[config.mk]
export PLATFORM = sky130hd
export DESIGN_NAME = fugue_lin_round
export DESIGN_NICKNAME = d
export VERILOG_FILES = /design/src/rtl/fugue_lin_pkg.sv /design/src/rtl/fl_tix.sv /design/src/rtl/fl_ror.sv /design/src/rtl/fl_cmix.sv /design/src/rtl/fl_smix_hook.sv /design/src/rtl/fugue_lin_round.sv
export SDC_FILE = /design/constraint.sdc
export NUM_CORES = 2
export LEC_CHECK = 0
export BUFFER_PORTS_ARGS = -buffer_cell sky130_fd_sc_hd__buf_2
export CORE_AREA = 2 2 400 402
export CTS_CLUSTER_DIAMETER = 120
export DETAILED_ROUTE_END_ITERATION = 10
export DIE_AREA = 0 0 402 404
export SLEW_MARGIN = 20
export SYNTH_ARGS = -nofsm -noshare
export SYNTH_HDL_FRONTEND = slang
export SYNTH_SLANG_ARGS = --single-unit
[constraint.sdc]
create_clock -name clk -period 5.4 [get_ports clk]
set_input_delay 0.81 -clock clk [delete_from_list [all_inputs] [get_ports clk]]
set_output_delay 0.81 -clock clk [all_outputs]
set_load 0.01 [all_outputs]
[src/rtl/fugue_lin_pkg.sv]
package fugue_lin_pkg;

    localparam int WORD_W  = 32;
    localparam int N_WORDS = 30;
    localparam int ROT     = 3;
    localparam int FLAT_W  = WORD_W * N_WORDS;

    // injection taps
    localparam int TIX_ACC  = 10;
    localparam int TIX_IN   = 0;
    localparam int TIX_ECHO = 8;
    localparam int TIX_XDST = 1;
    localparam int TIX_XSRC = 24;

    // column mix: sources and the two destination bases
    localparam int CM_SRC  = 4;
    localparam int CM_DSTA = 0;
    localparam int CM_DSTB = 15;
    localparam int CM_SPAN = 3;

    typedef logic [WORD_W-1:0]  word_t;
    typedef word_t [N_WORDS-1:0] state_t;

    typedef struct packed {
        state_t st;
        word_t  pred;
    } upd_t;

    function automatic word_t xor_fold(input state_t s);
        word_t acc;
        acc = '0;
        for (int i = 0; i < N_WORDS; i++) acc ^= s[i];
        return acc;
    endfunction

    function automatic int wrap_idx(input int i);
        return i % N_WORDS;
    endfunction

endpackage

[src/rtl/fl_tix.sv]
module fl_tix
    import fugue_lin_pkg::*;
(
    input  state_t s_in,
    input  word_t  msg,
    output state_t s_out
);
    always_comb begin
        s_out = s_in;
        s_out[TIX_ACC]  = s_in[TIX_ACC] ^ s_in[TIX_IN];
        s_out[TIX_IN]   = msg;
        s_out[TIX_ECHO] = s_in[TIX_ECHO] ^ msg;
        s_out[TIX_XDST] = s_in[TIX_XDST] ^ s_in[TIX_XSRC];
    end
endmodule

[src/rtl/fl_ror.sv]
module fl_ror
    import fugue_lin_pkg::*;
#(
    parameter int SHIFT = ROT
) (
    input  state_t s_in,
    output state_t s_out
);
    for (genvar i = 0; i < N_WORDS; i++) begin : g_rot
        localparam int DST = (i + SHIFT) % N_WORDS;
        assign s_out[DST] = s_in[i];
    end
endmodule

[src/rtl/fl_cmix.sv]
module fl_cmix
    import fugue_lin_pkg::*;
(
    input  state_t s_in,
    output state_t s_out
);
    for (genvar w = 0; w < N_WORDS; w++) begin : g_col
        if (w >= CM_DSTA && w < CM_DSTA + CM_SPAN) begin : g_a
            assign s_out[w] = s_in[w] ^ s_in[CM_SRC + (w - CM_DSTA)];
        end else if (w >= CM_DSTB && w < CM_DSTB + CM_SPAN) begin : g_b
            assign s_out[w] = s_in[w] ^ s_in[CM_SRC + (w - CM_DSTB)];
        end else begin : g_pass
            assign s_out[w] = s_in[w];
        end
    end
endmodule

[src/rtl/fl_smix_hook.sv]
module fl_smix_hook
    import fugue_lin_pkg::*;
(
    input  state_t s_in,
    output state_t s_out
);
    // placeholder for the nonlinear substitution stage
    assign s_out = s_in;
endmodule

[src/rtl/fugue_lin_round.sv]
module fugue_lin_round
    import fugue_lin_pkg::*;
#(
    parameter int N_SUB = 2
) (
    input  logic              clk,
    input  logic              rst,
    input  logic              msg_valid,
    input  logic [WORD_W-1:0] msg_word,
    output logic [FLAT_W-1:0] state_out,
    output logic [WORD_W-1:0] sig_out,
    output logic              fault_out
);
    state_t state_q;
    word_t  sig_q;
    logic   fault_q;

    state_t chain [N_SUB+1];
    state_t after_ror [N_SUB];
    state_t after_cm  [N_SUB];
    upd_t   nxt;
    word_t  actual_sig;

    fl_tix u_tix (
        .s_in  (state_q),
        .msg   (msg_word),
        .s_out (chain[0])
    );

    for (genvar k = 0; k < N_SUB; k++) begin : g_sub
        fl_ror #(.SHIFT(ROT)) u_ror (
            .s_in  (chain[k]),
            .s_out (after_ror[k])
        );
        fl_cmix u_cmix (
            .s_in  (after_ror[k]),
            .s_out (after_cm[k])
        );
        fl_smix_hook u_hook (
            .s_in  (after_cm[k]),
            .s_out (chain[k+1])
        );
    end

    always_comb begin
        nxt.st     = chain[N_SUB];
        nxt.pred   = sig_q ^ state_q[TIX_XSRC];
        actual_sig = xor_fold(nxt.st);
    end

    always_ff @(posedge clk) begin
        if (rst) begin
            state_q <= '0;
            sig_q   <= '0;
            fault_q <= 1'b0;
        end else if (msg_valid) begin
            state_q <= nxt.st;
            sig_q   <= nxt.pred;
            fault_q <= (actual_sig != nxt.pred);
        end
    end

    assign state_out = state_q;
    assign sig_out   = sig_q;
    assign fault_out = fault_q;

endmodule

==> results <==
- The critical path launch point type is a register.
- The number of CTS-inserted buffers is 115.
- The signal on the critical path passes through xor2_1 > xnor2_1 > xnor2_1 > xnor3_1 > xor2_1 > nand4_1 > nor4_1 > a31oi_1.
- The total design power is 20.1 mW.
- The post-synthesis share of cell area spent on full adders, half adders and majority gates is 0%.
- The share of async-settable or async-resettable flops after synthesis is 0%.
- The leftover overflow at the end of global routing is 0.
- Yosys mapped the design onto 21 distinct sky130hd cell types.
- The compound-gate portion of the synthesized area is 4.39%.
- The maximum vdd ir drop is 0.245 mV.
- The worst min-delay path class is input pin to register.
- Measured along the x axis, the die boundary spans 402 um.
- The number of buffers between clock root and the deepest sink is 3.
- After synthesis the netlist holds a flip-flop and latch count of 993.
- The area share of xor/xnor cells in the synthesized design is 22.4%.
- On the critical path, the stage with the largest delay is an instance of sky130_fd_sc_hd__xor2_1.
- The total die area is 162000 sq um.
- The number of nets handed over by synthesis was 5135.
- In this run the number of H-tree levels came out at 3.
- The upper clock frequency limit is 0.285 GHz.
- The top cell types in the final layout, fill and taps aside, are sky130_fd_sc_hd__buf_2 (1025), sky130_fd_sc_hd__xnor2_1 (1022), sky130_fd_sc_hd__nor2_1 (993), sky130_fd_sc_hd__dfxtp_1 (993), sky130_fd_sc_hd__mux2i_1 (672).
- After filler insertion, the fill cell instance count of the layout stands at 16100.
- The number of core rows is 146.
- The initial DRC count is 2255.
- Routability-driven placement finished with a final weighted congestion of 0.970.
- The number of clock sinks is 993.
- The critical setup path kind is register to register.
- The area growth from synthesis to layout is 12.8%.
- The number of nets with antenna violations after routing is 0.
- The post-cts repair resize count is 0.
- In this run the power density over the cells is 360 nW/um^2.
- Port buffering added 1027 buffers.
- For this run, the post-layout net count is 5428.
- Setup repair after global routing left no endpoint under its margin.
- The boundary pin count is 1028.
- The initial antenna violation count is 9.
- In this run the worst path has a maximum fanout of 4.
- Among all flip-flop cells after synthesis, the most frequent one is sky130_fd_sc_hd__dfxtp_1.
- TritonCTS built the clock tree.
- The core area is 158000 sq um.
- The netlist area before placement is 49600 sq um.
- In this run, synthesis inferred 0 flip-flops with an integrated enable.
- The HPWL after detailed placement is 126000 um.
- The number of instances in the synthesized netlist is 5100.
- After layout, the worst path uses 65.0% of the clock period.
- The data arrival time of the worst path is 4.09 ns.
- Global routing consumed, over all layers together, 19.1% of the routing resources.
- The post-detailed-route DRC marker count is 0.
- The cell at the root of the clock tree is sky130_fd_sc_hd__clkbuf_16.
- The tightest slew margin relative to the limit is 30.8%.
- The sequential-to-total area share from yosys stat is 40.1%.
- The setup total negative slack is 0 ns.
- The effective utilization at floorplan is 31.4%.
- The number of buffers added for setup after CTS is 0.
- Leaving out fill and tap cells, the most frequent cell in the layout is sky130_fd_sc_hd__buf_2.
- The number of max-cap violations is 0.
- The total count of max-transition violations in the final report is 0.
- Counting both buffers and inverters, the worst setup path holds a total of 0.
- STA classifies the critical path endpoint as a register.
- The leakage dissipation is 24.7 nW.
- Entering global routing, the biggest net connects 150 pins.
- The number of iterations in the first detailed-routing pass is 5.
- The run finished with clean final reports.
- The number of setup violations in the final report is 0.
- The simple-gate portion of the synthesized area is 7.91%.
- For the finished layout, the period the worst path requires is 3.51 ns.
- The first global-routing pass estimated 234000 um of wire.
- The combinational family with the most area after synthesis is XOR/XNOR gates.
- The number of warnings issued by yosys is 0.
- The via count of the first global-routing pass was 32900.
- The actual slew at the worst max-slew pin is 1.04 ns.
- A synthesized cell averages 9.72 sq um.
- The final hold slack is 0.419 ns.
- The total wire length after detailed routing is 163000 um.
- The worst endpoint required time is 5.98 ns.
- In the routed layout, each cell is associated on average with a via count of 4.59.
- The cell family with the largest share of critical-path delay is XOR/XNOR gates.
- The detailed-route via count is 34700.
- After detailed routing, the average wire length per cell comes to 21.5 um.
- The share of cells above drive strength 1 is 23.1%.
- At the later pin of the worst-skew pair, clock insertion delay measures 0.73 ns.
- The vertical extent of the die is 404 um.
- The number of hold violations in the final report came to 0.
- The final worst clock skew is 0.0297 ns.
- Buffers inserted to repair hold after CTS numbered 0.
- The clock-pin transition on the worst setup and hold timing paths is 0.06 ns.
- On the worst path, the slowest cell contributes a delay of 0.80 ns.
- In the synthesized netlist, mux cells make up 13.6% of the area.
[layer usage]
metal	part of all wire (%)	global-route usage [%]	vias to the layer above	routed length, um
met5	0.025	0	-	41
met4	3.5	6.49	6	5770
met1	41	23.1	16800	67600
li1	-	-	16600	-
met3	8.0	6.58	266	13100
met2	47	31.5	974	76500
[synthesized netlist by cell type (all sizes together), types with 2 or more instances]
cell    number  area [sq um]
clkbuf     187           702
xor2       156          1370
mux2i      672          6730
buf        706          5050
nor4         2          12.5
nor2       993          3730
nand4        7          43.8
xnor2     1027          9030
a211oi     288          2160
xnor3       31           703
dfxtp      993         19900
nand2       33           124
[per-stage QoR]
| step | setup WS, ns | utilization [%] | instances | instance area [sq um] |
|---|---|---|---|---|
| global placement | 1.47 | 33.0 | 7348 | 52100 |
| finish | 1.89 | 35.4 | 7562 | 55900 |
| global route | 1.73 | 35.4 | 7561 | 55900 |
| CTS | 1.70 | 35.4 | 7560 | 55900 |
| floorplan | 3.16 | - | 5100 | 49600 |
| detailed placement | 1.72 | 33.0 | 7348 | 52100 |
[layout make-up]
cell class / instances / area, sq um / share of cell area (%)
Multi-Input combinational cell: 3214 / 24000 / 42.9
Sequential cell: 993 / 19900 / 35.6
Timing Repair Buffer: 1069 / 5640 / 10.1
Clock buffer: 170 / 3350 / 5.98
Tap cell: 2072 / 2590 / 4.64
Clock inverter: 42 / 459 / 0.821
Antenna cell: 2 / 5.00 / 0.00895
[worst reg2reg max path: stages, from the launching register on]
cell	delay [ns]
sky130_fd_sc_hd__dfxtp_1	0.46
sky130_fd_sc_hd__xor2_1	0.20
sky130_fd_sc_hd__xnor2_1	0.19
sky130_fd_sc_hd__xnor2_1	0.18
sky130_fd_sc_hd__xnor3_1	0.43
sky130_fd_sc_hd__xor2_1	0.80
sky130_fd_sc_hd__nand4_1	0.60
sky130_fd_sc_hd__nor4_1	0.39
sky130_fd_sc_hd__a31oi_1	0.12
[final timing paths]
kind / to / slack, ns / start / cells after the start
worst max-delay path: fault_out$_SDFFE_PP0P_ / 1.89 / state_out[150]$_SDFFE_PP0P_ / 8
worst max register to register: fault_out$_SDFFE_PP0P_ / 1.89 / state_out[150]$_SDFFE_PP0P_ / 8
worst min-delay path: state_out[220]$_SDFFE_PP0P_ / 0.42 / msg_word[28] / 3
worst min register to register: state_out[528]$_SDFFE_PP0P_ / 0.52 / state_out[528]$_SDFFE_PP0P_ / 2
[registers in the layout (all words and copies together) (netlist names)]
name	count
state_out	960
sig_out	32
fault_out	1
[power by group]
part,switching [mW],total [mW],internal (mW)
Sequential,0.477,8.14,7.66
Combinational,2.37,4.15,1.78
Clock,3.31,7.85,4.54
[cell families after synthesis]
group                     Yosys count
AOI/OAI and AO/OA                 290
buffers and inverters             893
muxes                             672
xor gates and xnor gates         1215
and+or+nand+nor                  1037
DFF                               993
Note: power is estimated with default switching activity, not from simulation.
